==> src/rtl/fpflag_pkg.sv <==
package fpflag_pkg;

    // exception indication positions in the operation vector
    localparam int EXC_W          = 7;
    localparam int EXC_INVALID    = 0;
    localparam int EXC_OVERFLOW   = 1;
    localparam int EXC_UNDERFLOW  = 2;
    localparam int EXC_OUT_DENORM = 3;
    localparam int EXC_DIVZERO    = 4;
    localparam int EXC_INEXACT    = 5;
    localparam int EXC_IN_DENORM  = 6;
    localparam int EXC_ARITH_W    = EXC_IN_DENORM; // bits counted by summary

    // sticky flag slots
    localparam int NUM_STICKY = 5;
    localparam int ST_INV     = 0;
    localparam int ST_OVF     = 1;
    localparam int ST_DZ      = 2;
    localparam int ST_UNF     = 3;
    localparam int ST_INX     = 4;

    // update-flags operand layout
    localparam int UPD_W        = 16;
    localparam int UPD_HALF     = UPD_W / 2;
    localparam int VAL_SUMMARY  = 7;
    localparam int VAL_INV      = 6;
    localparam int VAL_OVF      = 5;
    localparam int VAL_DZ       = 4;
    localparam int VAL_UNF      = 3;
    localparam int VAL_INX      = 2;
    localparam int MASK_INX     = 10;

    typedef logic [EXC_W-1:0] exc_vec_t;
    typedef logic [UPD_W-1:0] upd_word_t;

    typedef struct packed {
        logic                  summary;
        logic [NUM_STICKY-1:0] sticky;
    } flag_state_t;

    typedef struct packed {
        logic                  any;
        logic [NUM_STICKY-1:0] set;
    } op_effect_t;

    typedef struct packed {
        logic                  summary_val;
        logic [NUM_STICKY-1:0] load_en;
        logic [NUM_STICKY-1:0] load_val;
    } upd_effect_t;

    function automatic logic masked_bit(upd_word_t w, int vpos);
        return w[vpos] & w[vpos + UPD_HALF];
    endfunction

endpackage

==> src/rtl/fpflag_op_decode.sv <==
module fpflag_op_decode
    import fpflag_pkg::*;
(
    input  exc_vec_t   exc_i,
    output op_effect_t eff_o
);
    logic [EXC_ARITH_W-1:0] arith;

    always_comb begin
        arith = exc_i[EXC_ARITH_W-1:0];
        eff_o.any          = |arith;
        eff_o.set[ST_INV]  = exc_i[EXC_INVALID];
        eff_o.set[ST_OVF]  = exc_i[EXC_OVERFLOW];
        eff_o.set[ST_DZ]   = exc_i[EXC_DIVZERO];
        eff_o.set[ST_UNF]  = exc_i[EXC_UNDERFLOW] | exc_i[EXC_OUT_DENORM];
        eff_o.set[ST_INX]  = exc_i[EXC_INEXACT]   | exc_i[EXC_OUT_DENORM];
    end

    logic unused_in_denorm;
    assign unused_in_denorm = exc_i[EXC_IN_DENORM];
endmodule

==> src/rtl/fpflag_upd_decode.sv <==
module fpflag_upd_decode
    import fpflag_pkg::*;
(
    input  upd_word_t   word_i,
    output upd_effect_t eff_o
);
    always_comb begin
        eff_o.summary_val      = masked_bit(word_i, VAL_SUMMARY);
        eff_o.load_en          = '1;
        eff_o.load_val[ST_INV] = masked_bit(word_i, VAL_INV);
        eff_o.load_val[ST_OVF] = masked_bit(word_i, VAL_OVF);
        eff_o.load_val[ST_DZ]  = masked_bit(word_i, VAL_DZ);
        eff_o.load_val[ST_UNF] = masked_bit(word_i, VAL_UNF);
        // inexact has its own enable and takes the raw value bit
        eff_o.load_en[ST_INX]  = word_i[MASK_INX];
        eff_o.load_val[ST_INX] = word_i[VAL_INX];
    end

    logic unused_bits;
    assign unused_bits = ^{word_i[9:8], word_i[1:0]};
endmodule

==> src/rtl/fpflag_store.sv <==
module fpflag_store
    import fpflag_pkg::*;
(
    input  logic        clk,
    input  logic        rst,
    input  logic        op_done,
    input  op_effect_t  op_eff,
    input  logic        upd_valid,
    input  upd_effect_t upd_eff,
    output flag_state_t state_o
);
    flag_state_t state_q;

    always_ff @(posedge clk) begin
        if (rst)
            state_q.summary <= 1'b0;
        else if (upd_valid)
            state_q.summary <= upd_eff.summary_val;
        else if (op_done)
            state_q.summary <= op_eff.any;
    end

    for (genvar i = 0; i < NUM_STICKY; i++) begin : g_sticky
        always_ff @(posedge clk) begin
            if (rst)
                state_q.sticky[i] <= 1'b0;
            else if (upd_valid) begin
                if (upd_eff.load_en[i])
                    state_q.sticky[i] <= upd_eff.load_val[i];
            end else if (op_done && op_eff.set[i])
                state_q.sticky[i] <= 1'b1;
        end
    end

    assign state_o = state_q;
endmodule

==> src/rtl/fpflag_unit.sv <==
module fpflag_unit
    import fpflag_pkg::*;
(
    input  logic        clk,
    input  logic        rst,
    input  logic        op_done,
    input  logic [6:0]  op_exc,
    input  logic        upd_valid,
    input  logic [15:0] upd_operand,
    output logic        fl_summary,
    output logic        fl_invalid,
    output logic        fl_overflow,
    output logic        fl_divzero,
    output logic        fl_underflow,
    output logic        fl_inexact
);
    op_effect_t  op_eff;
    upd_effect_t upd_eff;
    flag_state_t st;

    fpflag_op_decode u_opdec (
        .exc_i (op_exc),
        .eff_o (op_eff)
    );

    fpflag_upd_decode u_upddec (
        .word_i (upd_operand),
        .eff_o  (upd_eff)
    );

    fpflag_store u_store (
        .clk       (clk),
        .rst       (rst),
        .op_done   (op_done),
        .op_eff    (op_eff),
        .upd_valid (upd_valid),
        .upd_eff   (upd_eff),
        .state_o   (st)
    );

    assign fl_summary   = st.summary;
    assign fl_invalid   = st.sticky[ST_INV];
    assign fl_overflow  = st.sticky[ST_OVF];
    assign fl_divzero   = st.sticky[ST_DZ];
    assign fl_underflow = st.sticky[ST_UNF];
    assign fl_inexact   = st.sticky[ST_INX];
endmodule

==> config.mk <==
export PLATFORM = sky130hd
export DESIGN_NAME = fpflag_unit
export DESIGN_NICKNAME = d
export VERILOG_FILES = /design/src/rtl/fpflag_pkg.sv /design/src/rtl/fpflag_op_decode.sv /design/src/rtl/fpflag_upd_decode.sv /design/src/rtl/fpflag_store.sv /design/src/rtl/fpflag_unit.sv
export SDC_FILE = /design/constraint.sdc
export NUM_CORES = 1
export LEC_CHECK = 0
export ABC_AREA = 0
export CORE_AREA = 2 2 39 41
export CTS_BUF_LIST = sky130_fd_sc_hd__clkbuf_4
export CTS_CLUSTER_SIZE = 40
export DETAILED_ROUTE_END_ITERATION = 10
export DIE_AREA = 0 0 41 43
export GPL_TIMING_DRIVEN = 0
export PLACE_DENSITY = 0.66
export SLEW_MARGIN = 25
export SYNTH_ARGS = -nofsm -noshare
export SYNTH_HDL_FRONTEND = slang
export SYNTH_SLANG_ARGS = --single-unit
export TNS_END_PERCENT = 5
==> constraint.sdc <==
create_clock -name clk -period 1.3 [get_ports clk]
set_clock_uncertainty 0.1 [all_clocks]
set_input_delay 0.325 -clock clk [delete_from_list [all_inputs] [get_ports clk]]
set_output_delay 0.325 -clock clk [all_outputs]
set_load 0.01 [all_outputs]
=== Word-level counts from Yosys, hierarchy flattened ===
Index checks and enable logic that the tools add are counted.

* Flip-flop bits (word level): 6
* Output and inout port bits: 6
* Word-level logic and storage cells: 40

* Equal/unequal tests: 1
* Mux-type cells: 13
* Bitwise gates (word level): 7
* Reduce and logical (&&, ||, !) cells: 13

{| class="wikitable"
|+ Operators with widths
! kind !! count
|-
| $mux 1 || 13
|-
| $reduce_bool 2->1 || 6
|-
| $reduce_or 6->1 || 1
|-
| $and 1x1->1 || 5
|-
| $logic_and 1x1->1 || 5
|-
| $ne 2x1->1 const B || 1
|-
| $or 1x1->1 || 2
|-
| $reduce_and 2->1 || 1
|}

=== Depth between registers and ports, before layout ===
Gate-level depths: netlist of run 1.

* Depth after elaboration: 4
* Gate-level depth with buffers: 4

=== By module ===
A second synthesis of run 1 with hierarchy kept.

* Cell total of the unflattened synthesis: 50
* Area, all modules: 432.9 µm²

{| class="wikitable"
|+ By module, submodules not included
! module !! times used !! cells each !! area an instance (µm²) !! sequential area each (µm²)
|-
| fpflag_store || 1 || 31 || 305.3 || 120.1
|-
| fpflag_upd_decode || 1 || 12 || 80.1 || 0.0
|-
| fpflag_op_decode || 1 || 7 || 47.5 || 0.0
|}

=== Worst setup path after synthesis of run 1 ===
No wires, ideal clock.

* Kind: input port to flip-flop
* Start: input op_done
* End: register u_store.state_q (netlist bit u_store.state_o[5])
* Library setup time: 112 ps
* Arrival time: 882 ps
* Required time: 1,088 ps
* Setup slack: 206 ps
* Stages: 3
* Path buffers: 0
* Path through: nor2b_4 and3_1 a2111oi_1

* Word-level cells in the longest chain between the ends: 1

{| class="wikitable"
|+ RTL lines
! what !! line !! text
|-
| start: declaration || fpflag_unit.sv:6 || <nowiki>input logic op_done,</nowiki>
|-
| $reduce_bool 2->1 (no line) || n/a ||
|-
| end: declaration || fpflag_store.sv:12 || <nowiki>flag_state_t state_q;</nowiki>
|}

Every way passes these cells.
A chain may end at the register's enable or synchronous reset.

=== Worst setup path in the final report of run 1 ===
* Start: register u_store.state_q (netlist bit u_store.state_o[2])
* End: output fl_divzero

{| class="wikitable"
|+ RTL lines
! what !! line !! text
|-
| end: declaration || fpflag_unit.sv:13 || <nowiki>output logic fl_divzero,</nowiki>
|}

No word-level cell between the ends.

==> flow_summary.json, run 1 <==
{
  "status": "completed",
  "ant_nets": 0,
  "fp.dieW_um": 41,
  "hpwl_um": 651,
  "fin_crit_ps": 1270,
  "core-area_um2": 1380,
  "drt_wl_total_um": 828,
  "grt_max_degree": 11,
  "syn_inst": 32,
  "syn2layout_area_growth_pct": 114,
  "wl_per_cell_um": 10.6,
  "crit_family": "flip-flops",
  "htree_num_levels": 1,
  "grt-ovfl-total": 0,
  "clockBufferDepth": 2,
  "synth_compound_area_share_pct": 31.2,
  "fillers": 140,
  "dr.pass1.iters": 3,
  "netlist_area_um2": 277,
  "cp.arrival_ps": 840,
  "yosysTopAreaCell": "dfxtp_1",
  "setup_viol": 0,
  "port_buffers": 27,
  "place_area_um2": 567,
  "synth_nets": 59,
  "synthAdderAreaFrac_pct": 0,
  "antenna_cells": 0,
  "design_area_um2": 593,
  "grt.total_usage_pct": 12.0,
  "ys.warnings.count": 0,
  "first_global_vias": 353,
  "finalHoldViolations": 0,
  "fmax_ghz": 0.788,
  "final_common_cell": "clkdlybuf4s50_1",
  "final_util_pct": 42.9,
  "worst_slack_ps": 30.4,
  "initial_core_util_pct": 20.0,
  "clock-sinks": 6,
  "post-route-drc-count": 0,
  "crit_path_start_kind": "flip-flop",
  "vias_per_cell": 4.55,
  "synth_top_family_by_area": "compound AO/OA/AOI/OAI gates",
  "p_total_uw": 519,
  "root_buffer": "clkbuf_4",
  "fin_crit_sh_pct": 97.7,
  "num_rows": 14,
  "cts_tree": "yes",
  "cp_num_buf_inv": 1,
  "final_cell_mix": "clkdlybuf4s50_1 (19), a211oi_1 (7), nand2_1 (6), dlygate4sd2_1 (6), dfxtp_1 (6)",
  "die_h_um": 43,
  "synthXorXnorAreaFrac_pct": 0,
  "power.leakage_uw": 0.000238,
  "grt_pass1_wl_um": 1380,
  "finalWeightedCongestion": 0.703,
  "dieArea_um2": 1760,
  "yosys-top-cells-area": "dfxtp_1 (43%), a211oi_1 (19%), nand2_1 (8.1%)",
  "largest_reg_flops": 6,
  "endpoint_kind": "output pin",
  "dr_total_vias": 355,
  "drive_gt1_share_pct": 11.3,
  "tightest_slew_ps": 268,
  "clkTransAtPathRegs_ps": 50,
  "crit_fanout": 2,
  "ys_types": 13,
  "slew_headroom_pct": 82.1,
  "antenna_found_initial": 0,
  "numCtsBuffers": 3,
  "max-cap-violations": 0,
  "worstHoldPathType": "reg2reg",
  "synth_top_area_share_pct": 43.4,
  "synthSimpleGateAreaFrac_pct": 23.5,
  "ir_worst_vdd_mv": 0.398,
  "cts_setup_buffers": 0,
  "grt_setup_unrepaired": "true",
  "syn_area_per_cell_um2": 8.64,
  "path_cells": "dlygate4sd2_1",
  "post-place-ws_ps": -483,
  "cp.required_ps": 880,
  "ys_ff_latch": 6,
  "cts_hold_buf": 0,
  "synthMuxAreaShare_pct": 0,
  "insertion_delay_ps": 250,
  "powerDensity_nw_per_um2": 875,
  "crit_type": "reg2out",
  "seq_area_frac_synth_pct": 43.4,
  "critPathMaxStageDelay_ps": 320,
  "ios": 33,
  "nNetsFinal": 91,
  "first_iter_violations": 12,
  "worst_path_max_delay_cell": "dfxtp_1",
  "slew_viol_final": 0
}
## metrics by stage
step | hold slack, ps | setup TNS (ps) | std cells
finish | 433 | 0 | 78
global route | 461 | -0.104 | 78
CTS | 434 | 0 | 78
detailed placement | 427 | -2130 | 75
global placement | 420 | -1970 | 75
floorplan | 298 | 0 | 32
## final cells by class
class | count | area, um^2 | area share [%]
multi-input combinational | 25 | 163 | 27.4
sequential | 6 | 120 | 20.3
buffer | 1 | 5.00 | 0.844
tap | 16 | 20.0 | 3.38
clock buffer | 3 | 22.5 | 3.80
timing repair buffer | 27 | 263 | 44.3
## worst paths after layout
| check | cells after the start | start | end | slack (ps) |
|---|---|---|---|---|
| worst min-delay path | 2 | u_store.state_o[3]$_SDFFE_PP0P_ | u_store.state_o[3]$_SDFFE_PP0P_ | 430 |
| worst min register to register | 2 | u_store.state_o[3]$_SDFFE_PP0P_ | u_store.state_o[3]$_SDFFE_PP0P_ | 430 |
| worst max-delay path | 1 | u_store.state_o[2]$_SDFFE_PP0P_ | fl_divzero | 30 |
| worst max register to register | 2 | u_store.state_o[5]$_SDFFE_PP0P_ | u_store.state_o[5]$_SDFFE_PP0P_ | 370 |
## per-layer routing
metal  up-vias  GRT usage, %  wire length (um)
met5         -             0                 0
met4         0          6.00                11
li1        185             -                 -
met3         2          7.33                69
met2        12          17.5               411
met1       156          12.9               336
## power breakdown
part / switching, uW / leakage (uW) / internal [uW]
sequential: 6.16 / 0.0000499 / 198
clock: 76.1 / 0.0000138 / 105
combinational: 47.6 / 0.000175 / 85.4
total: 130 / 0.000238 / 389
## what timing repair did
action	4_1_cts	5_1_grt
endpoints found under the hold margin	0	0
pin swaps	1	1
endpoints found under the setup margin	12	3
resized for setup	9	3
## cell usage after synthesis
library cell and instances:
a211oi_1 7, dfxtp_1 6, nand2_1 6, nor2_1 3, o21ai_0 2, a2111oi_1 1
a21oi_1 1, a221oi_1 1, and3_1 1, buf_2 1, nor2b_4 1, nor3_1 1
nor4_1 1
## cell families after synthesis
group / Yosys count
AOI/OAI and AO/OA: 12
buffers and inverters: 1
DFF: 6
and+or+nand+nor: 13
No activity file was read; power rests on OpenSTA's default activity.
==> run 2: changes to the inputs <==
--- a/config.mk
+++ b/config.mk
@@ -11,9 +11,10 @@
 export CTS_CLUSTER_SIZE = 40
 export DETAILED_ROUTE_END_ITERATION = 10
 export DIE_AREA = 0 0 41 43
+export GPL_ROUTABILITY_DRIVEN = 0
 export GPL_TIMING_DRIVEN = 0
 export PLACE_DENSITY = 0.66
-export SLEW_MARGIN = 25
+export SLEW_MARGIN = 20
 export SYNTH_ARGS = -nofsm -noshare
 export SYNTH_HDL_FRONTEND = slang
 export SYNTH_SLANG_ARGS = --single-unit
==> results of run 2 <==
Final layout, timing and power as in run 1 (identical DEF).
